[src/rtl/lin_mode_pkg.sv]
package lin_mode_pkg;

  typedef enum logic [2:0] {
    M_UNPWR    = 3'd0,
    M_FAILSAFE = 3'd1,
    M_NORMAL   = 3'd2,
    M_SILENT   = 3'd3,
    M_SLEEP    = 3'd4
  } lin_mode_e;

  // Regulator is running in these modes.
  function automatic logic mode_reg_on(lin_mode_e m);
    return (m == M_FAILSAFE) || (m == M_NORMAL) || (m == M_SILENT);
  endfunction

  // Modes in which only the weak pull-up terminates the bus.
  function automatic logic mode_low_power(lin_mode_e m);
    return (m == M_SILENT) || (m == M_SLEEP);
  endfunction

  // Counter width able to hold the value lim.
  function automatic int unsigned cnt_width(int unsigned lim);
    return (lim < 2) ? 1 : $clog2(lim + 1);
  endfunction

endpackage

[src/rtl/lin_sync2.sv]
module lin_sync2 #(
  parameter int unsigned W = 2,
  parameter logic [W-1:0] RST_VAL = '0
) (
  input  logic         clk,
  input  logic         rst_n,
  input  logic [W-1:0] d,
  output logic [W-1:0] q
);
  for (genvar i = 0; i < W; i++) begin : g_bit
    logic meta, stable;
    always_ff @(posedge clk or negedge rst_n) begin
      if (!rst_n) begin
        meta   <= RST_VAL[i];
        stable <= RST_VAL[i];
      end else begin
        meta   <= d[i];
        stable <= meta;
      end
    end
    assign q[i] = stable;
  end
endmodule

[src/rtl/lin_tick_cnt.sv]
module lin_tick_cnt #(
  parameter int unsigned LIMIT = 4
) (
  input  logic clk,
  input  logic rst_n,
  input  logic clr,
  input  logic run,
  output logic done
);
  import lin_mode_pkg::*;
  localparam int unsigned CW = cnt_width(LIMIT);
  localparam logic [CW-1:0] LAST = CW'(LIMIT - 1);
  localparam logic [CW-1:0] FULL = CW'(LIMIT);

  logic [CW-1:0] cnt;

  always_ff @(posedge clk or negedge rst_n) begin
    if (!rst_n)                    cnt <= '0;
    else if (clr)                  cnt <= '0;
    else if (run && cnt != FULL)   cnt <= cnt + 1'b1;
  end

  // Single pulse on the run cycle that reaches the limit; saturates afterwards.
  assign done = run && !clr && (cnt == LAST);
endmodule

[src/rtl/lin_mode_fsm.sv]
module lin_mode_fsm (
  input  logic                    clk,
  input  logic                    rst_n,
  input  logic                    tick,
  input  logic                    sup_ok,
  input  logic                    sup_low,
  input  logic                    en_s,
  input  logic                    en_fall,
  input  logic                    txd_s,
  input  logic                    uv_trip,
  input  logic                    hold_done,
  input  logic                    bus_wake,
  input  logic                    prewake,
  output lin_mode_pkg::lin_mode_e mode,
  output logic                    hold_act,
  output logic                    hold_set,
  output logic                    wake_flag,
  output logic                    pw_seen,
  output logic                    sel_pend
);
  import lin_mode_pkg::*;

  lin_mode_e mode_n;
  logic      wake_set;

  always_comb begin
    mode_n   = mode;
    hold_set = 1'b0;
    wake_set = 1'b0;
    unique case (mode)
      M_UNPWR: begin
        if (sup_ok && !sup_low) begin
          mode_n   = M_FAILSAFE;
          hold_set = 1'b1;
        end
      end
      M_FAILSAFE: begin
        if (uv_trip)                hold_set = 1'b1;
        else if (!hold_act && en_s) mode_n   = M_NORMAL;
      end
      M_NORMAL: begin
        if (uv_trip) begin
          mode_n   = M_FAILSAFE;
          hold_set = 1'b1;
        end else if (sel_pend && tick && !en_s) begin
          mode_n = txd_s ? M_SILENT : M_SLEEP;
        end
      end
      M_SILENT: begin
        if (uv_trip) begin
          mode_n   = M_FAILSAFE;
          hold_set = 1'b1;
        end else if (bus_wake) begin
          mode_n   = M_FAILSAFE;
          wake_set = 1'b1;
        end else if (en_s) begin
          mode_n = M_NORMAL;
        end
      end
      M_SLEEP: begin
        if (bus_wake) begin
          mode_n   = M_FAILSAFE;
          wake_set = 1'b1;
          hold_set = 1'b1;
        end else if (en_s) begin
          mode_n   = M_FAILSAFE;
          hold_set = 1'b1;
        end
      end
      default: mode_n = M_UNPWR;
    endcase
    if (sup_low || !sup_ok) begin
      mode_n   = M_UNPWR;
      hold_set = 1'b0;
      wake_set = 1'b0;
    end
  end

  always_ff @(posedge clk or negedge rst_n) begin
    if (!rst_n) begin
      mode      <= M_UNPWR;
      hold_act  <= 1'b1;
      wake_flag <= 1'b0;
      pw_seen   <= 1'b0;
      sel_pend  <= 1'b0;
    end else begin
      mode <= mode_n;

      if (hold_set)                hold_act <= 1'b1;
      else if (mode_n == M_UNPWR)  hold_act <= 1'b1;
      else if (hold_done)          hold_act <= 1'b0;

      if (wake_set)                   wake_flag <= 1'b1;
      else if (mode_n != M_FAILSAFE)  wake_flag <= 1'b0;

      if (!mode_low_power(mode_n) || !mode_low_power(mode)) pw_seen <= 1'b0;
      else if (prewake)                                     pw_seen <= 1'b1;

      if (mode != M_NORMAL || mode_n != M_NORMAL) sel_pend <= 1'b0;
      else if (sel_pend && tick)                  sel_pend <= 1'b0;
      else if (en_fall)                           sel_pend <= 1'b1;
    end
  end
endmodule

[src/rtl/lin_mode_ctrl.sv]
module lin_mode_ctrl #(
  parameter int unsigned RST_HOLD = 4000,
  parameter int unsigned UV_DEB   = 5
) (
  input  logic clk,
  input  logic rst_n,
  input  logic tick_us,
  input  logic sup_ok,
  input  logic sup_low,
  input  logic vcc_uv,
  input  logic bus_wake,
  input  logic prewake,
  input  logic en_pin,
  input  logic txd_pin,
  output logic reg_en,
  output logic tx_en,
  output logic rx_en,
  output logic nres_o,
  output logic term_full,
  output logic rxd_force_low
);
  import lin_mode_pkg::*;

  localparam logic [1:0] PIN_RST = 2'b10; // txd idles high, en idles low

  logic [1:0] pins_s;
  logic       en_s, txd_s, en_d;
  logic       en_fall, uv_trip, hold_done, hold_set;
  logic       hold_act, wake_flag, pw_seen, sel_pend;
  lin_mode_e  mode;

  lin_sync2 #(.W(2), .RST_VAL(PIN_RST)) u_sync (
    .clk(clk), .rst_n(rst_n), .d({txd_pin, en_pin}), .q(pins_s)
  );
  assign en_s  = pins_s[0];
  assign txd_s = pins_s[1];

  always_ff @(posedge clk or negedge rst_n) begin
    if (!rst_n) en_d <= 1'b0;
    else        en_d <= en_s;
  end
  assign en_fall = en_d && !en_s;

  // Undervoltage debounce, active only while the regulator runs.
  lin_tick_cnt #(.LIMIT(UV_DEB)) u_deb (
    .clk(clk), .rst_n(rst_n),
    .clr(!vcc_uv || !mode_reg_on(mode)),
    .run(tick_us),
    .done(uv_trip)
  );

  // Reset hold, counting only good-supply ticks.
  lin_tick_cnt #(.LIMIT(RST_HOLD)) u_hold (
    .clk(clk), .rst_n(rst_n),
    .clr(hold_set || vcc_uv || !hold_act),
    .run(tick_us && hold_act && !vcc_uv),
    .done(hold_done)
  );

  lin_mode_fsm u_fsm (
    .clk(clk), .rst_n(rst_n), .tick(tick_us),
    .sup_ok(sup_ok), .sup_low(sup_low),
    .en_s(en_s), .en_fall(en_fall), .txd_s(txd_s),
    .uv_trip(uv_trip), .hold_done(hold_done),
    .bus_wake(bus_wake), .prewake(prewake),
    .mode(mode), .hold_act(hold_act), .hold_set(hold_set),
    .wake_flag(wake_flag), .pw_seen(pw_seen), .sel_pend(sel_pend)
  );

  assign reg_en        = mode_reg_on(mode);
  assign tx_en         = (mode == M_NORMAL) && !sel_pend;
  assign rx_en         = (mode == M_NORMAL);
  assign nres_o        = reg_en && !hold_act;
  assign term_full     = (mode == M_FAILSAFE) || (mode == M_NORMAL) ||
                         (mode_low_power(mode) && pw_seen);
  assign rxd_force_low = (mode == M_SLEEP) || ((mode == M_FAILSAFE) && wake_flag);
endmodule

[config.mk]
export PLATFORM = sky130hd
export DESIGN_NAME = lin_mode_ctrl
export DESIGN_NICKNAME = d
export VERILOG_FILES = /design/src/rtl/lin_mode_pkg.sv /design/src/rtl/lin_sync2.sv /design/src/rtl/lin_tick_cnt.sv /design/src/rtl/lin_mode_fsm.sv /design/src/rtl/lin_mode_ctrl.sv
export SDC_FILE = /design/constraint.sdc
export NUM_CORES = 1
export LEC_CHECK = 0
export ABC_AREA = 1
export CORE_MARGIN = 2
export CORE_UTILIZATION = 30
export CTS_BUF_LIST = sky130_fd_sc_hd__clkbuf_4
export DETAILED_ROUTE_END_ITERATION = 6
export DONT_BUFFER_PORTS = 1
export GPL_ROUTABILITY_DRIVEN = 1
export SLEW_MARGIN = 30
export SYNTH_ARGS = -nofsm -noshare
export SYNTH_HDL_FRONTEND = slang
export SYNTH_SLANG_ARGS = --single-unit
[constraint.sdc]
create_clock -name clk -period 1.8 [get_ports clk]
set_input_delay 0.36 -clock clk [delete_from_list [all_inputs] [get_ports clk]]
set_output_delay 0.36 -clock clk [all_outputs]
set_load 0.005 [all_outputs]
After elaboration in Yosys (flattened, before gate mapping)
Index checks and enable logic that the tools add are counted.
- output and inout bits: 6
- bits in registers: 27
- word-level logic and storage cells: 113
- bits of input ports: 10
- reductions and logical operators: 49
- eq/ne operators: 13
- mux-type cells: 37
- $add $sub $neg: 2
- operators with widths (operator ; count):
    3-bit 2-to-1 mux ; 14
    12-bit 2-to-1 mux ; 2
    1-bit 2-to-1 mux ; 18
    1-bit logical AND ; 17
    3-bit case mux with 5 select lines ; 1
    12-bit by 1-bit adder with 12-bit output (second input constant) ; 1
    12-bit equality test (second input constant) ; 1
    1-bit logical OR ; 12
    12-bit inequality test (second input constant) ; 1
    1-bit logical NOT ; 11
    3-bit by 2-bit equality test with 1-bit output (second input constant) ; 3
    3-bit equality test (second input constant) ; 3
    2-bit nonzero test ; 4
    3-bit logical NOT ; 2
    3-bit by 2-bit inequality test with 1-bit output (second input constant) ; 2
    3-bit nonzero test ; 2
    3-bit by 1-bit adder with 3-bit output (second input constant) ; 1
    3-bit by 1-bit equality test with 1-bit output (second input constant) ; 1
    3-bit by 1-bit inequality test with 1-bit output (second input constant) ; 1
    3-bit inequality test (second input constant) ; 1
    1-bit case mux with 3 select lines ; 1
    3-bit OR reduction ; 1
    1-bit case mux with 2 select lines ; 1

Longest topological paths before layout
Gate-level depths: netlist (run 1).
- depth after elaboration: 19
- mapped depth: 12
- depth with buffers taken out: 12

Hierarchy
From an unflattened synthesis (run 1), not the netlist that was laid out.
- cell total of the unflattened synthesis: 258
- area total of the unflattened synthesis: 1806.7 µm²
- modules (own cells, without submodules) (module ; sequential area each (µm²) ; times used ; area each (µm²) ; cells each):
    lin_tick_cnt at u_hold ; 300.3 ; 1 ; 823.3 ; 118
    lin_mode_fsm ; 176.4 ; 1 ; 530.5 ; 79
    lin_tick_cnt at u_deb ; 75.1 ; 1 ; 202.7 ; 27
    lin_mode_ctrl ; 25.0 ; 1 ; 132.6 ; 28
    lin_sync2 ; 102.6 ; 1 ; 117.6 ; 6

Worst setup path before layout (run 1)
No wires, ideal clock.
- path type: register -> register
- start point: reg u_hold.cnt[0]
- end point: reg u_hold.cnt[11]
- arrival time: 1.410 ns
- required time: 1.708 ns
- clock period less this slack: 1.501 ns
- path buffers: 0
- cell stages (with the launch flop): 11
- library setup time: 0.092 ns
- setup slack: 0.299 ns
- cells stage by stage: dfrtp_1 > inv_1 > ha_1 > nand2_1 > nor2_1 > nand4_1 > nand2_2 > inv_1 > nor2_2 > nand2_1 > o31ai_2
- cells in the longest elaborated chain, start to end: 3
- elaborated cells on any way between the ends: 6
- classes of those cells: 1 x add/sub; 1 x eq/ne; 2 x mux; 2 x reduce/logical
- ends and longest elaborated chain (what ; RTL line ; source):
    start, declared ; lin_tick_cnt.sv:15 ; logic [CW-1:0] cnt;
    start signal, assigned ; lin_tick_cnt.sv:20 ; else if (run && cnt != FULL) cnt <= cnt + 1'b1;
    12-bit by 1-bit adder with 12-bit output or 12-bit inequality test (tied branches) ; lin_tick_cnt.sv:20 ;
    12-bit 2-to-1 mux or 1-bit logical AND (tied branches) ; lin_tick_cnt.sv:20 ;
    12-bit 2-to-1 mux or 2-bit nonzero test (tied branches) ; -- ;
Parallel ways exist; a longest one is shown, timed or not. The select of a mux whose other input is x is not followed.
A chain may end at the register's enable or synchronous reset.

Worst setup path in the final report (run 1)
- start point: reg u_fsm.mode[1]
- end point: out term_full
- cells in the longest elaborated chain, start to end: 4
- elaborated cells on any way between the ends: 8
- classes of those cells: 4 x eq/ne; 4 x reduce/logical
- ends and longest elaborated chain (what ; RTL line ; source):
    start, declared ; lin_mode_fsm.sv:14 ; output lin_mode_pkg::lin_mode_e mode,
    start signal, assigned ; lin_mode_fsm.sv:87 ; mode <= mode_n;
    3-bit by 2-bit equality test with 1-bit output or 3-bit equality test (tied branches) ; lin_mode_pkg.sv:18 ; return (m == M_SILENT) || (m == M_SLEEP);
    1-bit logical OR ; lin_mode_pkg.sv:18 ;
    1-bit logical AND ; lin_mode_ctrl.sv:75 ; (mode_low_power(mode) && pw_seen);
    1-bit logical OR * ; lin_mode_ctrl.sv:74 ; assign term_full = (mode == M_FAILSAFE) || (mode == M_NORMAL) ||
    end, declared ; lin_mode_ctrl.sv:19 ; output logic term_full,
Mark *: on every way between the ends. The rest lies on a longest branch, timed or not.

==> results of run 1 <==
-- Yosys cell counts --
library cell | number | area [sq um]
a21oi_1 | 10 | 50.1
buf_4 | 1 | 7.51
buf_6 | 1 | 11.3
dfrtp_1 | 24 | 601
dfstp_2 | 3 | 78.8
ha_1 | 5 | 62.6
inv_1 | 26 | 97.6
inv_2 | 2 | 7.51
nand2_1 | 52 | 195
nand2_2 | 4 | 25.0
nand3_1 | 12 | 60.1
nand3_4 | 1 | 17.5
nand4_1 | 2 | 12.5
nor2_1 | 29 | 109
nor2_2 | 1 | 6.26
nor2_4 | 2 | 22.5
nor3_1 | 9 | 45.0
nor3_2 | 1 | 10.0
nor3_4 | 2 | 32.5
nor3b_1 | 1 | 7.51
o21a_1 | 1 | 7.51
o21ai_0 | 8 | 40.0
o21ai_1 | 2 | 10.0
o31ai_1 | 4 | 30.0
o31ai_2 | 1 | 12.5
or2_2 | 1 | 6.26
xor2_1 | 8 | 70.1
-- registers in the layout (all words and copies together) (netlist names) --
signal	count
u_deb.cnt	3
u_fsm.sel_pend	1
u_fsm.pw_seen	1
u_sync.g_bit.meta	2
u_sync.g_bit.stable	2
u_hold.cnt	12
u_fsm.wake_flag	1
u_fsm.hold_act	1
u_fsm.mode	3
en_d	1
-- per-stage QoR --
step	setup TNS [ps]	setup WS, ps	cell area [sq um]	total power (uW)	hold WS (ps)
global route	-154	-81.2	1960	1080	123
CTS	0	2.00	1880	1010	3.28
global placement	0	140	1740	703	65.1
floorplan	0	299	1640	685	64.4
finish	0	34.0	1960	1020	137
detailed placement	0	115	1740	703	65.1
-- critical path: stages (launching register included) --
cell	delay (ps)
dfrtp_2	500
nor2_4	60
nand2_2	80
inv_2	40
or2_4	240
nand2_2	60
nand3_2	70
-- cell usage in the layout (no fill, tap or decap), types with 4 or more instances in the layout --
cell	netlist	layout
nand2_2	4	7
nor2_1	29	27
buf_4	1	13
o31ai_1	4	4
ha_1	5	5
xor2_1	8	8
nand3_1	12	11
nand2_1	52	48
a21oi_1	10	10
o21ai_0	8	7
inv_1	26	22
dfrtp_1	24	21
nor3_1	9	9
-- layout make-up --
type	instances	share of cell area
Multi-Input combinational cell	156	0.446
Sequential cell	27	0.349
Timing Repair Buffer	19	0.0868
Inverter	28	0.0581
Tap cell	70	0.0447
Clock buffer	3	0.0115
Clock inverter	1	0.00383
-- worst paths after layout --
path	to	slack (ps)	cells past startpoint
worst max-delay path	term_full	30	6
worst max register to register	u_hold.cnt[10]	120	10
worst min register to register	u_sync.g_bit[1].stable	370	0
worst min-delay path	u_fsm.wake_flag	140	2
max in group asynchronous	u_sync.g_bit[1].stable	1150	2
min in group asynchronous	u_fsm.sel_pend	410	2
-- cells by family (layout without fill, tap and decap cells) --
logic type | Yosys count | count (layout) | share of synthesized area
xor+xnor | 8 | 8 | 0.0428
simple gates | 117 | 117 | 0.336
buf+inv | 30 | 51 | 0.0757
compound gates | 26 | 26 | 0.0918
flops | 27 | 27 | 0.415
fa+ha+maj | 5 | 5 | 0.0383
-- layer usage --
layer / GRT usage / vias to the layer above / part of all wire
met2: 0.208 / 25 / 0.51
li1: - / 722 / -
met5: 0 / - / 0
met1: 0.151 / 669 / 0.44
met4: 0.0268 / 0 / 0.0067
met3: 0.0326 / 2 / 0.035
-- report_power, final --
group / total (uW) / switching, uW / internal [uW]
clock: 281 / 196 / 85.1
sequential: 624 / 6.04 / 618
combinational: 110 / 65.4 / 45.1
total: 1020 / 267 / 748
-- timing repair --
action                                  in CTS  in global routing
hold buffers                                 3                  1
hold endpoints to repair                    28                  1
buffers inserted                             5                  6
endpoints found under the setup margin       3                 11
pin swaps                                    4                  6
gates resized for setup                     13                 11
==> run summary, run 1 <==
Final Util: 0.379
TritonCTS Sinks: 27
Fillers: 535
First-pass DRT Iterations: 4
Power Density: 518 nW/um^2
HPWL after detailed placement: 2530 microns
RSZ-0062 raised after global routing: true
Non-filler cells, final: 304
Hold Path Class: in -> reg
GRT Residual Overflow: 0
Core area: 5170 sq um
Library cells used by synthesis: 27
Die width: 77.8 microns
Max Root-Sink Buffers: 2
Hold Crit Start: bus_wake
Die ar.: 6060 sq um
Total GRT Usage: 0.121
I/O Buffers: 0
Multi-input gate area: 875 sq um
CTS buffer count: 3
Clock transition at path regs: 170 ps
Die height: 77.8 microns
Worst-Skew Late Latency: 350 ps
Clock period minus worst slack: 1770 ps
CP startpoint kind: flip-flop
Layout cells sized above 1: 0.226
Area growth, synth to finish: 19.8%
Yosys reg bits: 27
Max cap viols: 0
R2R Path Start: u_hold.cnt[0]
Slew Viols, Final: 0
CP Launch Point: u_fsm.mode[1]
Routed len/inst: 11.3 microns
Largest net degree at the start of global routing: 28
Total wire length: 3450 microns
Final setup violation count: 0
Critical Path End Type: output pin
Starting Density: 0.316
Worst Path Arrival: 1410 ps
H-Tree Depth: 1
Final Hold Fails: 0
Mapped cell area: 1640 sq um
Layout Nets: 250
Post-Syn Nets: 228
VDD IR max: 0.000249 V
CTS tree: done
FF/Latch Area: 683 sq um
Placer Congestion: 0.847
Post-synthesis sequential area ratio: 0.415
Via density: 4.66
First-pass GRT wire length: 5890 microns
Max FO, Critical Path: 4
DRC violations left: 0
Routed via count: 1418
Syn. warnings: 0
Mapped Cells: 213
Rel. slew slack: 0.802
Worst Max-Slew Pin Slew: 294 ps
Pleak: 0.000860 uW
Post-route ant nets: 0
Clk_skew: 27.8 ps
Syn_area_per_cell: 7.68 sq um
Num rows: 26
Fmax: 566 MHz
Initial antenna violation count: 0
WP data required: 1440 ps
Final period util: 0.981
Vias in the first global route: 1251
1st-iter DRT viols: 38
Crit path kind: reg -> out
# diodes: 0
IO Count: 16
Root Buffer: clkbuf_4
Placed cells: 286
Outcome: finished clean
Power figures use the tool's default switching activity.
==> run 2: changes to the inputs <==
CORE_MARGIN = 5   (was 2)
==> run 2 against run 1 <==
The run now ends with negative setup slack left. Maximum frequency is 2.4% lower. Via count is 5.3% lower. Core utilization is 0.81 points lower. Power is 2.1% lower. Non-clock buffer count is 2 lower. Die area is 16% higher. Wire length is 1.7% lower. Sequential power hardly changed. Global-route usage is 1.7 points lower. Critical path type unchanged. Highest routed layer unchanged.
==> run summary, run 2 (synthesis results as in run 1) <==
IO Count: 16 (unchanged)
CTS buffer count: 3 (unchanged)
Final setup violation count: 1 (was 0)
I/O Buffers: 0 (unchanged)
DRC violations left: 0 (unchanged)
CTS tree: done (unchanged)
TritonCTS Sinks: 27 (unchanged)
Pleak: 0.000848 uW (was 0.000860 uW)
Clock period minus worst slack: 1810 ps (was 1770 ps)
Failing checks: negative setup slack
Worst Max-Slew Pin Slew: 324 ps (was 294 ps)
Max incr delay on CP: 450 ps (was 500 ps)
First-pass GRT wire length: 6130 microns (was 5890 microns)
Critical Path End Type: output pin (unchanged)
Worst Setup Slack, final: -10.2 ps (was 34.0 ps)
Critical-path top delay cell: dfrtp_1 (was dfrtp_2)
Largest net degree at the start of global routing: 28 (unchanged)
Area growth, synth to finish: 18.0% (was 19.8%)
Power, Total: 994 uW (was 1020 uW)
Initial antenna violation count: 0 (unchanged)
Num rows: 26 (unchanged)
Post-route ant nets: 0 (unchanged)
Crit path kind: reg -> out (unchanged)
Die ar.: 7030 sq um (was 6060 sq um)
Starting Density: 0.314 (was 0.316)
HPWL after detailed placement: 2550 microns (was 2530 microns)
Min Hold Slack: 164 ps (was 137 ps)
Routed via count: 1343 (was 1418)
Die width: 83.8 microns (was 77.8 microns)
RSZ-0062 raised after global routing: true (unchanged)
Max Root-Sink Buffers: 2 (unchanged)
Final Util: 0.371 (was 0.379)
Fmax: 552 MHz (was 566 MHz)
Vias in the first global route: 1331 (was 1251)
First-pass DRT Iterations: 4 (unchanged)
Most frequent cells in the layout: nand2_1 (51), nor2_1 (27), inv_1 (23) (was nand2_1 (48), nor2_1 (27), inv_1 (22))
Slew Viols, Final: 0 (unchanged)
# diodes: 0 (unchanged)
GRT Residual Overflow: 0 (unchanged)
Core area: 5200 sq um (was 5170 sq um)
Placer Congestion: 0.845 (was 0.847)
Clock transition at path regs: 150 ps (was 170 ps)
Worst Path Arrival: 1450 ps (was 1410 ps)
CP startpoint kind: flip-flop (unchanged)
Total GRT Usage: 0.105 (was 0.121)
Max FO, Critical Path: 6 (was 4)
Worst Path Buf+Inv: 2 (was 1)
Hold Path Class: in -> reg (unchanged)
Routed len/inst: 11.2 microns (was 11.3 microns)
Total wire length: 3390 microns (was 3450 microns)
1st-iter DRT viols: 53 (was 38)
WP data required: 1440 ps (about the same)
Final Hold Fails: 0 (unchanged)
Cell family with most CP delay: flip-flops (was simple AND/OR/NAND/NOR gates)
Max cap viols: 0 (unchanged)
Worst-Skew Late Latency: 330 ps (was 350 ps)
CP Cell Sequence: buf_6, nor3_4, inv_2, nor2_2 (was nor2_4, nand2_2, inv_2, or2_4, nand2_2, nand3_2)
Power Density: 515 nW/um^2 (was 518 nW/um^2)
Commonest non-fill, non-tap cell in the layout: nand2_1 (unchanged)
Root Buffer: clkbuf_4 (unchanged)
Outcome: finished with violations (was finished clean)
Regs by FF count: u_hold.cnt x12, u_deb.cnt x3, u_fsm.mode x3 (unchanged)
VDD IR max: 0.000271 V (was 0.000249 V)
Layout Nets: 248 (was 250)
Rel. slew slack: 0.783 (was 0.802)
Die height: 83.8 microns (was 77.8 microns)
Final period util: 1.01 (was 0.981)
Layout cells sized above 1: 0.203 (was 0.226)
Clk_skew: 8.73 ps (was 27.8 ps)
Max reg flops: 12 (unchanged)
Largest reg by FF count: u_hold.cnt (unchanged)
H-Tree Depth: 1 (unchanged)
Via density: 4.45 (was 4.66)
-- run 2: metal layers --
metal / part of all wire / routed length, microns / track usage
met1: 0.46 / 1560 / 0.135
met2: 0.48 / 1640 / 0.172
met3: 0.049 / 165 / 0.0326
met4: 0.0071 / 24 / 0.0219
met5: 0 / 0 / 0
-- run 2: power by group --
part | leakage, uW | internal, uW | switching, uW
sequential | 0.000354 | 618 | 7.22
combinational | 0.000480 | 38.6 | 61.0
clock | 0.0000139 | 85.0 | 184
total | 0.000848 | 742 | 252
-- run 2: stage by stage --
step / instances / setup WS (ps) / cell area (sq um) / setup TNS, ps
final: 302 / -10.2 / 1930 / -10.2
after detailed placement: 287 / 142 / 1750 / 0
after floorplan: 213 / 299 / 1640 / 0
after global routing: 302 / -122 / 1930 / -262
after CTS: 297 / -47.7 / 1870 / -134
after global placement: 287 / 192 / 1750 / 0
-- run 2: cell type report --
class	count	area [sq um]
fillers	557	3280
well taps	70	87.6
flip-flops and latches	27	683
inverters	28	111
clock buffers	3	22.5
multi-input cells	156	862
repair buffers	17	155
clock inverters	1	7.51
-- run 2: timing repair --
action | 4_1_cts | 5_1_grt
resized for setup | 11 | 7
pin swaps | 3 | 4
hold buffers | 3 | 1
endpoints found under the hold margin | 28 | 1
setup buffers | 3 | 4
setup endpoints to repair | 3 | 6
-- run 2: worst paths after layout --
| check | from | end | slack (ps) | cells past startpoint |
|---|---|---|---|---|
| max in group asynchronous | rst_n | u_sync.g_bit[1].stable | 1130 | 2 |
| worst max register to register | u_hold.cnt[0] | u_hold.cnt[8] | 140 | 10 |
| worst min register to register | u_sync.g_bit[1].meta | u_sync.g_bit[1].stable | 370 | 0 |
| min in group asynchronous | rst_n | u_sync.g_bit[0].meta | 440 | 2 |
| worst min-delay path | bus_wake | u_fsm.wake_flag | 160 | 2 |
| worst max-delay path | u_fsm.mode[0] | tx_en | -10 | 4 |
